<file path="src/rtl/psr_pkg.sv">
package psr_pkg;
  localparam int OP_W = 4;

  typedef enum logic [OP_W-1:0] {
    OP_BSRA     = 4'd0,
    OP_BSRA_RND = 4'd1,
    OP_HSRL     = 4'd2,
    OP_WPACK    = 4'd3,
    OP_WPACK_RND= 4'd4,
    OP_BPACK    = 4'd5,
    OP_APPEND   = 4'd6,
    OP_PREPEND  = 4'd7,
    OP_BALIGN   = 4'd8
  } psr_op_e;

  localparam logic [OP_W-1:0] OP_LAST = 4'd8;
endpackage

</file>
<file path="src/rtl/psr_lane_sra.sv">
// Arithmetic right shift of one lane with optional round-half-up.
// The lane is extended by one guard bit below the LSB; after the shift
// that guard bit holds the last bit shifted out (zero for a zero shift).
module psr_lane_sra #(
  parameter int LANE_W = 8,
  parameter int SH_W   = 3
) (
  input  logic [LANE_W-1:0] lane_i,
  input  logic [SH_W-1:0]   sh_i,
  input  logic              rnd_i,
  output logic [LANE_W-1:0] lane_o
);
  logic signed [LANE_W:0] ext;
  logic [LANE_W-1:0]      inc;

  always_comb begin
    ext    = $signed({lane_i, 1'b0}) >>> sh_i;
    inc    = {{(LANE_W-1){1'b0}}, rnd_i & ext[0]};
    lane_o = ext[LANE_W:1] + inc;
  end
endmodule

</file>
<file path="src/rtl/psr_lane_unit.sv">
// Packed lane shifts: signed bytes (arithmetic, optional round) and
// unsigned halfwords (logical).
module psr_lane_unit #(
  parameter int DATA_W = 32,
  parameter int BYTE_W = 8,
  parameter int HALF_W = 16,
  localparam int N_BYTE = DATA_W / BYTE_W,
  localparam int N_HALF = DATA_W / HALF_W,
  localparam int BSH_W  = $clog2(BYTE_W),
  localparam int HSH_W  = $clog2(HALF_W)
) (
  input  logic [DATA_W-1:0] src_i,
  input  logic [HSH_W-1:0]  sh_i,
  input  logic              rnd_i,
  output logic [DATA_W-1:0] bsra_o,
  output logic [DATA_W-1:0] hsrl_o
);
  logic [BSH_W-1:0] bsh;
  assign bsh = sh_i[BSH_W-1:0];

  for (genvar gb = 0; gb < N_BYTE; gb++) begin : g_byte
    psr_lane_sra #(.LANE_W(BYTE_W), .SH_W(BSH_W)) u_sra (
      .lane_i (src_i[gb*BYTE_W +: BYTE_W]),
      .sh_i   (bsh),
      .rnd_i  (rnd_i),
      .lane_o (bsra_o[gb*BYTE_W +: BYTE_W])
    );
  end

  for (genvar gh = 0; gh < N_HALF; gh++) begin : g_half
    assign hsrl_o[gh*HALF_W +: HALF_W] = src_i[gh*HALF_W +: HALF_W] >> sh_i;
  end
endmodule

</file>
<file path="src/rtl/psr_pack_unit.sv">
// Precision reduction: word shift-and-pack, and byte-lane packing.
module psr_pack_unit #(
  parameter int DATA_W = 32,
  parameter int BYTE_W = 8,
  localparam int HALF_W = DATA_W / 2,
  localparam int N_SUB  = HALF_W / (2 * BYTE_W) * 2,
  localparam int SH_W   = $clog2(DATA_W)
) (
  input  logic [DATA_W-1:0] src_a_i,
  input  logic [DATA_W-1:0] src_b_i,
  input  logic [SH_W-1:0]   sh_i,
  input  logic              rnd_i,
  output logic [DATA_W-1:0] wpack_o,
  output logic [DATA_W-1:0] bpack_o
);
  localparam int N_HW = DATA_W / (2 * BYTE_W);

  logic [DATA_W-1:0] a_sh, b_sh;

  psr_lane_sra #(.LANE_W(DATA_W), .SH_W(SH_W)) u_sra_a (
    .lane_i (src_a_i), .sh_i (sh_i), .rnd_i (rnd_i), .lane_o (a_sh)
  );
  psr_lane_sra #(.LANE_W(DATA_W), .SH_W(SH_W)) u_sra_b (
    .lane_i (src_b_i), .sh_i (sh_i), .rnd_i (rnd_i), .lane_o (b_sh)
  );

  assign wpack_o = {a_sh[HALF_W-1:0], b_sh[HALF_W-1:0]};

  // Low byte of every halfword-sized group; src_a fills the upper half.
  for (genvar g = 0; g < N_HW; g++) begin : g_bp
    assign bpack_o[HALF_W + g*BYTE_W +: BYTE_W] = src_a_i[g*2*BYTE_W +: BYTE_W];
    assign bpack_o[g*BYTE_W +: BYTE_W]          = src_b_i[g*2*BYTE_W +: BYTE_W];
  end

  logic unused_n_sub;
  assign unused_n_sub = (N_SUB == 0);
endmodule

</file>
<file path="src/rtl/psr_funnel_unit.sv">
// Two-operand funnel moves: append, prepend, byte align.
module psr_funnel_unit #(
  parameter int DATA_W = 32,
  parameter int BYTE_W = 8,
  localparam int SH_W  = $clog2(DATA_W),
  localparam int BP_W  = $clog2(DATA_W / BYTE_W),
  localparam int BB_W  = $clog2(BYTE_W)
) (
  input  logic [DATA_W-1:0] fill_i,
  input  logic [DATA_W-1:0] base_i,
  input  logic [SH_W-1:0]   sh_i,
  output logic [DATA_W-1:0] append_o,
  output logic [DATA_W-1:0] prepend_o,
  output logic [DATA_W-1:0] align_o
);
  logic [DATA_W-1:0]   low_mask;
  logic [2*DATA_W-1:0] pre_cat;
  logic [2*DATA_W-1:0] aln_cat;
  logic [SH_W:0]       aln_sh;
  logic [BP_W-1:0]     bp;

  always_comb begin
    low_mask  = ~({DATA_W{1'b1}} << sh_i);
    append_o  = (base_i << sh_i) | (fill_i & low_mask);

    // A zero shift selects the low word, i.e. the base, unchanged.
    pre_cat   = {fill_i, base_i} >> sh_i;
    prepend_o = pre_cat[DATA_W-1:0];

    // Shifting {base,fill} right by DATA_W-8p leaves the base for p=0.
    bp        = sh_i[BP_W-1:0];
    aln_sh    = (SH_W+1)'(DATA_W) - (SH_W+1)'({bp, {BB_W{1'b0}}});
    aln_cat   = {base_i, fill_i} >> aln_sh;
    align_o   = aln_cat[DATA_W-1:0];
  end
endmodule

</file>
<file path="src/rtl/psr_unit.sv">
// Packed shift and precision reduce unit, one-cycle registered result.
module psr_unit
  import psr_pkg::*;
#(
  parameter int DATA_W = 32,
  parameter int BYTE_W = 8,
  localparam int HALF_W = 2 * BYTE_W,
  localparam int SH_W   = $clog2(DATA_W),
  localparam int HSH_W  = $clog2(HALF_W)
) (
  input  logic              clk,
  input  logic              rst,
  input  logic [OP_W-1:0]   op_i,
  input  logic [DATA_W-1:0] src_a_i,
  input  logic [DATA_W-1:0] src_b_i,
  input  logic [SH_W-1:0]   amt_i,
  output logic [DATA_W-1:0] result_o
);
  psr_op_e           op;
  logic              lane_rnd, pack_rnd;
  logic [DATA_W-1:0] bsra, hsrl, wpack, bpack, app, pre, aln;
  logic [DATA_W-1:0] result_d;

  assign op       = psr_op_e'(op_i);
  assign lane_rnd = (op == OP_BSRA_RND);
  assign pack_rnd = (op == OP_WPACK_RND);

  psr_lane_unit #(.DATA_W(DATA_W), .BYTE_W(BYTE_W), .HALF_W(HALF_W)) u_lane (
    .src_i  (src_b_i),
    .sh_i   (amt_i[HSH_W-1:0]),
    .rnd_i  (lane_rnd),
    .bsra_o (bsra),
    .hsrl_o (hsrl)
  );

  psr_pack_unit #(.DATA_W(DATA_W), .BYTE_W(BYTE_W)) u_pack (
    .src_a_i (src_a_i),
    .src_b_i (src_b_i),
    .sh_i    (amt_i),
    .rnd_i   (pack_rnd),
    .wpack_o (wpack),
    .bpack_o (bpack)
  );

  psr_funnel_unit #(.DATA_W(DATA_W), .BYTE_W(BYTE_W)) u_funnel (
    .fill_i    (src_a_i),
    .base_i    (src_b_i),
    .sh_i      (amt_i),
    .append_o  (app),
    .prepend_o (pre),
    .align_o   (aln)
  );

  always_comb begin
    case (op)
      OP_BSRA, OP_BSRA_RND:   result_d = bsra;
      OP_HSRL:                result_d = hsrl;
      OP_WPACK, OP_WPACK_RND: result_d = wpack;
      OP_BPACK:               result_d = bpack;
      OP_APPEND:              result_d = app;
      OP_PREPEND:             result_d = pre;
      OP_BALIGN:              result_d = aln;
      default:                result_d = '0;
    endcase
  end

  always_ff @(posedge clk) begin
    if (rst) result_o <= '0;
    else     result_o <= result_d;
  end
endmodule

</file>
<file path="config.mk">
export PLATFORM = sky130hd
export DESIGN_NAME = psr_unit
export DESIGN_NICKNAME = d
export VERILOG_FILES = /design/src/rtl/psr_pkg.sv /design/src/rtl/psr_lane_sra.sv /design/src/rtl/psr_lane_unit.sv /design/src/rtl/psr_pack_unit.sv /design/src/rtl/psr_funnel_unit.sv /design/src/rtl/psr_unit.sv
export SDC_FILE = /design/constraint.sdc
export NUM_CORES = 1
export LEC_CHECK = 0
export CORE_UTILIZATION = 25
export DETAILED_ROUTE_END_ITERATION = 8
export PLACE_DENSITY = 0.38
export SKIP_CTS_REPAIR_TIMING = 1
export SLEW_MARGIN = 20
export SYNTH_ARGS = -nofsm -noshare
export SYNTH_HDL_FRONTEND = slang
export SYNTH_SLANG_ARGS = --single-unit
</file>
<file path="constraint.sdc">
create_clock -name clk -period 5.8 [get_ports clk]
set_input_delay 1.16 -clock clk [delete_from_list [all_inputs] [get_ports clk]]
set_output_delay 1.16 -clock clk [all_outputs]
set_load 0.005 [all_outputs]
</file>
== Yosys cells after proc, flatten, opt, wreduce, memory -nomap -nowiden ==
Index checks and enable logic that the tools add are counted.

* $add $sub $neg: 7
* Eq/ne operators: 8
* Shifts and indexed selects: 12
* Mux-type cells: 1
* Bitwise operators: 9
* Reduce and logical (&&, ||, !) cells: 3

{| class="wikitable"
|+ Operators with widths
! cell !! number
|-
| 32-bit one-hot mux with 7 select lines || 1
|-
| 33-bit by 5-bit >>> shifter with 17-bit output || 2
|-
| 64-bit by 5-bit right shift with 32-bit output || 1
|-
| 64-bit by 6-bit right shift with 32-bit output || 1
|-
| 9-bit by 3-bit >>> shifter with 9-bit output || 4
|-
| 16-bit by 1-bit adder with 16-bit output || 2
|-
| 8-bit by 1-bit adder with 8-bit output || 4
|-
| 32-bit AND || 1
|-
| 32-bit inverter || 1
|-
| 32-bit OR || 1
|-
| 32-bit by 5-bit left shift with 32-bit output || 1
|-
| 32-bit by 5-bit left shift with 32-bit output (first input constant) || 1
|-
| 16-bit by 4-bit right shift with 16-bit output || 2
|-
| 4-bit by 3-bit equality test with 1-bit output (second input constant) || 4
|-
| 4-bit by 2-bit equality test with 1-bit output (second input constant) || 2
|-
| 1-bit AND || 6
|-
| 6-bit by 5-bit subtractor with 6-bit output (first input constant) || 1
|-
| 4-bit by 1-bit equality test with 1-bit output (second input constant) || 1
|-
| 4-bit equality test (second input constant) || 1
|-
| 4-bit zero test || 1
|-
| 2-bit OR reduction || 2
|}

* Bits in registers: 32
* Input port bits: 75
* Logic and storage cells: 41

== Longest topological paths before layout ==
Gate-level depths: netlist (run 1).

* Word-level depth: 5
* Gate-level depth with buffers: 20
* Mapped depth without buffers: 13

== Cells and area by module ==
Synthesis (run 1) repeated with hierarchy kept, for this count alone.

* Cell total of the unflattened synthesis: 2353
* Area, all modules: 20186.9 um2

{| class="wikitable"
|+ Modules (own cells, without submodules)
! module !! times used !! cells each !! area an instance (um2) !! sequential area each (um2)
|-
| psr_lane_sra at u_pack.u_sra_a ... || 2 || 402 || 3463.3 || 0.0
|-
| psr_funnel_unit || 1 || 723 || 6324.8 || 0.0
|-
| psr_unit || 1 || 313 || 2992.9 || 640.6
|-
| psr_lane_sra at u_lane.g_byte[0].u_sra ... || 4 || 74 || 553.0 || 0.0
|-
| psr_lane_unit || 1 || 185 || 1490.2 || 0.0
|-
| psr_pack_unit || 1 || 32 || 240.2 || 0.0
|}

== Worst setup path before layout (run 1) ==
OpenSTA, ideal clock, no wires.

* Path kind: input-to-reg
* Start: input amt_i[0]
* End: register result_o[18]
* Data arrival time: 4.620 ns
* Required time: 5.672 ns
* Path slack: 1.052 ns
* Stages on the path: 17
* Path through: buf_6 buf_6 buf_6 buf_6 inv_2 clkbuf_1 clkbuf_1 ha_1 buf_2 buf_1 clkbuf_1 clkbuf_1 o22ai_1 a222oi_1 o221ai_1 a221oi_1 nor2_1

* Cells in the longest elaborated chain, start to end: 5
* Elaborated cells on any way between the ends: 16
* Those cells by class: add/sub: 3; shift: 7; mux: 1; bitwise: 5

{| class="wikitable"
|+ Ends and longest elaborated chain
! item !! RTL line !! source
|-
| start, declared || psr_unit.sv:16 || <nowiki>input logic [SH_W-1:0] amt_i,</nowiki>
|-
| branches (longest 4 deep; another with 16-bit by 1-bit adder with 16-bit output) || -- ||
|-
| 32-bit one-hot mux with 7 select lines (*) || psr_unit.sv:55 || <nowiki>case (op)</nowiki>
|-
| end signal, assigned || psr_unit.sv:69 || <nowiki>else result_o <= result_d;</nowiki>
|-
| end, declared || psr_unit.sv:17 || <nowiki>output logic [DATA_W-1:0] result_o</nowiki>
|}

Mark *: on every way between the ends.
A chain may end at the register's enable or synchronous reset.

== Worst setup path in the final report (run 1) ==
* Start: input src_a_i[19]
* End: register result_o[17]

* Cells in the longest elaborated chain, start to end: 4
* Elaborated cells on any way between the ends: 6
* Those cells by class: add/sub: 1; shift: 3; mux: 1; bitwise: 1

{| class="wikitable"
|+ Ends and longest elaborated chain
! item !! RTL line !! source
|-
| start, declared || psr_unit.sv:14 || <nowiki>input logic [DATA_W-1:0] src_a_i,</nowiki>
|-
| 33-bit by 5-bit >>> shifter with 17-bit output || psr_lane_sra.sv:17 || <nowiki>ext = $signed({lane_i, 1'b0}) >>> sh_i;</nowiki>
|-
| 1-bit AND || psr_lane_sra.sv:18 || <nowiki>inc = {{(LANE_W-1){1'b0}}, rnd_i & ext[0]};</nowiki>
|-
| 16-bit by 1-bit adder with 16-bit output || psr_lane_sra.sv:19 || <nowiki>lane_o = ext[LANE_W:1] + inc;</nowiki>
|-
| 32-bit one-hot mux with 7 select lines (*) || psr_unit.sv:55 ||
|}

Mark *: on every way between the ends. The rest lies on a longest branch, timed or not.

==> results of run 1 <==
## layout make-up
class	instances	area, um2
clock inverters	2	10.0
fillers	5080	32900
well taps	607	759
inverters	20	77.6
flip-flops and latches	32	641
clock buffers	6	139
repair buffers	193	1770
diodes	1	2.50
multi-input cells	1257	10200
## worst max-delay path, delay by kind of cell
family	cells	cell delay, ns
AOI/OAI and AO/OA	5	1.27
adders and majority gates	2	0.61
buffers and inverters	1	0.79
muxes	3	1.40
## cells by family after synthesis
kind of cell               Yosys count  share of synthesized area, %
muxes                              306                          37.0
DFF                                 32                          5.43
AOI/OAI and AO/OA                  467                          27.5
and+or+nand+nor                    425                          17.1
xor gates and xnor gates            44                          3.27
buffers and inverters              208                          8.11
adders and majority gates           15                          1.59
## cells in the mapped netlist (15+ instances only)
library cell  number
xnor2_1           27
nand2_1          137
a222oi_1          15
buf_2             42
a211oi_1          44
mux4_1            16
o211ai_1          16
nor3_1            30
ha_1              15
mux4_2            77
dfxtp_1           32
xor2_1            17
inv_1             17
buf_1             21
mux2_2            66
nor2_1           133
mux2i_1          147
nand3_1           19
a21oi_1           87
o221ai_1          19
o21ai_0           92
o22ai_1           43
a221oi_1          17
and2_1            16
clkbuf_1         109
## through the flow
| stage | cell area, um2 | std cells | worst slack (ns) | util, % |
|---|---|---|---|---|
| 5_1_grt | 13600 | 2117 | 0.533 | 29.3 |
| 3_3_place_gp | 13500 | 2109 | 0.464 | 28.9 |
| 3_5_place_dp | 13500 | 2109 | 0.454 | 28.9 |
| 2_1_floorplan | 11800 | 1497 | 1.05 | - |
| 6_report | 13600 | 2118 | 0.667 | 29.3 |
| 4_1_cts | 13600 | 2117 | 0.761 | 29.3 |
## where the power goes
part | switching, W | internal (W)
Sequential | 0.00000362 | 0.000232
Combinational | 0.000909 | 0.000510
Clock | 0.0000890 | 0.000169
Total | 0.00100 | 0.000910
## final timing paths
path | startpoint | end | slack, ns | depth (start not counted)
setup / recovery | src_a_i[19] | result_o[17] | 0.67 | 11
hold / removal | rst | result_o[21] | 1.76 | 3
## per-layer routing
metal / wire length, um / share of wire, %
met1: 32400 / 42
met2: 33200 / 43
met3: 7130 / 9.3
met5: 17 / 0.022
met4: 4190 / 5.4
==> summary.txt, run 1 <==
Status
  – Outcome: completed

Power
  – LEAKAGE: ~4.9 nW
  – Maximum VDD drop: 118 uV
  – Overall power: between 0.0015 and 0.002 W
  – Power Dens Cells: about 140 nW/um2

Die
  – Top Ports: between 100 and 150
  – Row count: roughly 80
  – Die X: between 200 and 250 um
  – Initial core utilization: around 25%
  – Vert. Die Dim: roughly 220 um
  – Core Area: between 40000 and 50000 um2
  – Die area: roughly 48000 um2

Logic synthesis
  – Cell Area, Synth: around 12000 um2
  – Sequential cell area fraction in the yosys report: about 5.4%
  – Synth warn: 0
  – Number of synthesized flops with an enable pin: 0
  – Mapped Nets: between 1500 and 2000
  – Post-Synthesis Cells: around 1500
  – Ys async rst share: 0%
  – Synthesized area per cell: slightly below 8 um2
  – Post-synthesis register bit count: 32
  – Top FF cell, synth: dfxtp_1
  – Top cells by area, synth: mux4_2 15%, mux2i_1 12%, mux2_2 6.3%, dfxtp_1 5.4%, nand2_1 4.4%
  – Synth unique cells: 89
  – Share of the synthesized area in the top cell type: between 10% and 20%
  – Leading area contributor after synthesis: mux4_2

Global route
  – Largest net degree at the start of global routing: 67
  – Met3 usage: approximately 5.6%
  – Met1 GRT Util: between 40 and 50%
  – Number of global-route vias before repair: between 10000 and 15000
  – First-pass GRT wire length: ~110000 um
  – Total GRT Usage: around a third
  – Grt total ovfl: 0
  – Gr busiest metal: met2
  – Met2 usage in global routing: between 40 and 50%
  – Initial antenna violation count: 2

Drt
  – 1st-iter DRT viols: between 1500 and 2000
  – Vias/cell: between 6 and 7
  – Per-cell routed wire length: 36.3 um
  – Total Wirelength: slightly below 80000 um
  – Pre-antenna DRT Iters: 9
  – Final ANT Viol Nets: 0
  – Via count: ~14000
  – # DRC: 0

STA
  – Max Freq: 0.195 GHz
  – Slew Viols, Final: 0
  – Final Cycle Share: between 80% and 90%
  – Worst hold slack: 1.76 ns
  – Relative slew slack: roughly 33%
  – Post-route setup TNS: 0 ns
  – Crit path time final: slightly above 5 ns
  – RSZ-0062 raised after global routing: no
  – Worst-Margin Slew: just over 1 ns
  – Final hold vios: 0
  – Endpoints failing setup: 0

Placement
  – Dpl hpwl: between 60000 and 70000 um
  – IO Port Bufs: 106
  – Routability congestion estimate from global placement: slightly above 1

Worst setup path
  – CP arrival: 5.24 ns
  – Cell Chain, Critical Path: clkdlybuf4s50_1, mux4_1, mux2_2, mux2i_1, a211oi_1, ha_1, ha_1, a222oi_1, o221ai_1, a21oi_1, a21oi_1
  – Worst setup path class: in2reg
  – Critical Path Source Type: primary input
  – Critical path capture point type: register
  – Crit-path max cell delay: 0.79 ns
  – Critical Path RT: 5.91 ns
  – CP Max Fanout: 10
  – CP max-delay cell: clkdlybuf4s50_1

Final layout
  – Largest registers: result_o (32)
  – Layout cell share with drive strength beyond 1: 18.6%
  – Layout area overhead: 15.5%
  – Largest register FFs: 32
  – Commonest cells after routing, fill and taps aside: 147 x mux2i_1, 137 x nand2_1, 132 x nor2_1, 101 x clkdlybuf4s50_1, 92 x o21ai_0
  – Most common library cell in the layout ignoring fill and taps: mux2i_1
  – Register with the most flip-flops: result_o
  – Nets: about 1600

Clocking
  – Reg clk slew, reported paths: 0.05 ns
  – CTS tree: yes
  – H-tree levels: 2
  – Max clock buf depth: 2
  – CTS Buf Count: 5
  – Root buffer selected by CTS: clkbuf_16
  – Sink Count: 32

Min path
  – Hold Path Class: in2reg

Job
  – Maximum capacitance violations: 0
Note: power is estimated with default switching activity, not from simulation.
==> run 2: changes to the inputs <==
--- a/config.mk
+++ b/config.mk
@@ -7,6 +7,7 @@
 export LEC_CHECK = 0
 export CORE_UTILIZATION = 25
 export DETAILED_ROUTE_END_ITERATION = 8
+export MAX_ROUTING_LAYER = met4
 export PLACE_DENSITY = 0.38
 export SKIP_CTS_REPAIR_TIMING = 1
 export SLEW_MARGIN = 20
==> summary.txt, run 2 (synthesis results as in run 1) <==
Min path
  – Hold EP: result_o[1]
  – Worst hold stages: 4 (+1)
  – Hold Startpoint: amt_i[3]
  – Hold Path Class: in2reg

STA
  – Crit path time final: 5.21 ns (+0.0734 ns)
  – Endpoints failing setup: 0 (unchanged)
  – Final hold vios: 0 (unchanged)
  – Worst-Margin Slew: 1.16 ns (+0.152 ns)
  – Final Cycle Share: 89.8% (+1.3 points)
  – Relative slew slack: 20.8% (-12 points)
  – RSZ-0062 raised after global routing: no
  – Post-route setup TNS: 0 ns (unchanged)
  – Max Freq: 0.192 GHz (-1.4%)
  – Slew Viols, Final: 0 (unchanged)

Power
  – LEAKAGE: 4.88 nW (about the same)
  – Overall power: 0.00197 W (+2.9%)
  – Power Dens Cells: 144 nW/um2 (+2.8%)
  – Maximum VDD drop: 135 uV (+14%)

Drt
  – Via count: 14070 (+0.84%)
  – # DRC: 0 (unchanged)
  – Final ANT Viol Nets: 0 (unchanged)
  – 1st-iter DRT viols: 2029 (+12%)
  – Pre-antenna DRT Iters: 8 (-1)
  – Vias/cell: 6.65 (+0.93%)
  – Total Wirelength: 78700 um (+2.3%)
  – Per-cell routed wire length: 37.2 um (+2.4%)

Placement
  – IO Port Bufs: 106 (unchanged)
  – Placed cells: 2108 (-0.047%)
  – Dpl hpwl: 61000 um (+1.5%)
  – DP Area: 13500 um2 (about the same)
  – Routability congestion estimate from global placement: 1.01 (about the same)

Final layout
  – Area used by multi-input combinational logic: 10200 um2 (unchanged)
  – Nets: 1598 (-0.063%)
  – Most common library cell in the layout ignoring fill and taps: mux2i_1
  – Commonest cells after routing, fill and taps aside: 147 x mux2i_1, 137 x nand2_1, 132 x nor2_1, 101 x clkdlybuf4s50_1, 92 x o21ai_0
  – Layout area overhead: 15.5% (about the same)
  – Design area: 13600 um2 (about the same)
  – # fillers: 5040 (-0.79%)
  – Post-Layout Cell Count: 2116 (-0.094%)
  – Final Util: 29.3% (about the same)
  – Layout cell share with drive strength beyond 1: 18.6% (-0.054 points)
  – Largest registers: result_o (32)
  – Largest register FFs: 32 (unchanged)
  – Register with the most flip-flops: result_o
  – Reg area: 641 um2 (unchanged)
  – Final antenna diode count: 0 (-1)

Global route
  – Initial antenna violation count: 0 (-2)
  – Number of global-route vias before repair: 13219 (+1.3%)
  – Total GRT Usage: 33.2% (+1.8 points)
  – Gr busiest metal: met2
  – Grt total ovfl: 0 (unchanged)
  – Met1 GRT Util: 44.6% (+2.3 points)
  – First-pass GRT wire length: 109000 um (+2.0%)
  – Largest net degree at the start of global routing: 98 (+46%)
  – Met3 usage: 4.14% (-1.5 points)
  – Met2 usage in global routing: 49.7% (+1.1 points)

Die
  – Top Ports: 107 (unchanged)
  – Initial core utilization: 25.3% (unchanged)
  – Vert. Die Dim: 219 um (unchanged)
  – Die area: 48100 um2 (unchanged)
  – Die X: 219 um (unchanged)
  – Row count: 79 (unchanged)
  – Core Area: 46600 um2 (unchanged)

Clocking
  – Root buffer selected by CTS: clkbuf_16
  – CTS Buf Count: 5 (unchanged)
  – Sink Count: 32 (unchanged)
  – H-tree levels: 2 (unchanged)
  – Max clock buf depth: 2 (unchanged)
  – Reg clk slew, reported paths: 0.06 ns (about the same)
  – CTS tree: yes

Job
  – Maximum capacitance violations: 0 (unchanged)

Worst setup path
  – Critical Path RT: 5.91 ns (about the same)
  – CP Max Fanout: 71 (+61)
  – Critical Path Source Type: primary input
  – Worst setup path class: in2reg
  – Critical path capture point type: register
  – Worst Setup SP: amt_i[0]
  – CP arrival: 5.32 ns (+0.08 ns)

Status
  – Outcome: completed
## run 2: cell types whose count changed in the layout (fill, tap and decap cells not counted)
cell,previous run,this run
clkbuf_8,2,1
diode_2,1,0
buf_4,84,83
bufinv_16,0,1
clkinv_2,2,1
clkinvlp_4,0,1
## run 2: area by class of cell
class	instances	area share [%]
repair buffers	192	12.9
well taps	607	5.57
multi-input cells	1257	75.0
inverters	20	0.569
clock buffers	5	0.918
flip-flops and latches	32	4.70
clock inverters	3	0.312
## run 2: routing by layer
layer	vias up	wire, um
met2	914	34100
li1	5858	-
met1	7140	33600
met3	158	6850
met5	-	0
met4	0	4200
## run 2: worst max path at each step
stage                              end  slack [ns]  cells past startpoint
final                      result_o[9]        0.59                     11
after global routing       result_o[9]        0.64                     11
after CTS                  result_o[9]        0.82                     11
after detailed placement   result_o[9]        0.54                     11
after global placement     result_o[9]        0.48                     10
after floorplan           result_o[18]        1.05                     17
## run 2: metrics by stage
| stage | hold WS, ns | worst slack [ns] |
|---|---|---|
| detailed placement | 1.86 | 0.536 |
| global placement | 1.86 | 0.475 |
| CTS | 1.59 | 0.824 |
| finish | 1.61 | 0.593 |
| global route | 1.62 | 0.641 |
| floorplan | 1.35 | 1.05 |
## run 2: power by group
| group | internal, W | total [W] | switching, W |
|---|---|---|---|
| registers | 0.000232 | 0.000235 | 0.00000357 |
| clock network | 0.000202 | 0.000301 | 0.0000996 |
| logic | 0.000510 | 0.00143 | 0.000921 |
## run 2: worst max-delay path, cell delays in order
cell and delay, ns:
clkbuf_8 0.52, inv_2 0.11, ha_2 0.66, buf_4 0.34
buf_4 0.25, mux4_2 0.32, o21ai_0 0.32, o21ai_0 0.20
a2111oi_0 1.00, buf_4 0.25, o22ai_1 0.07
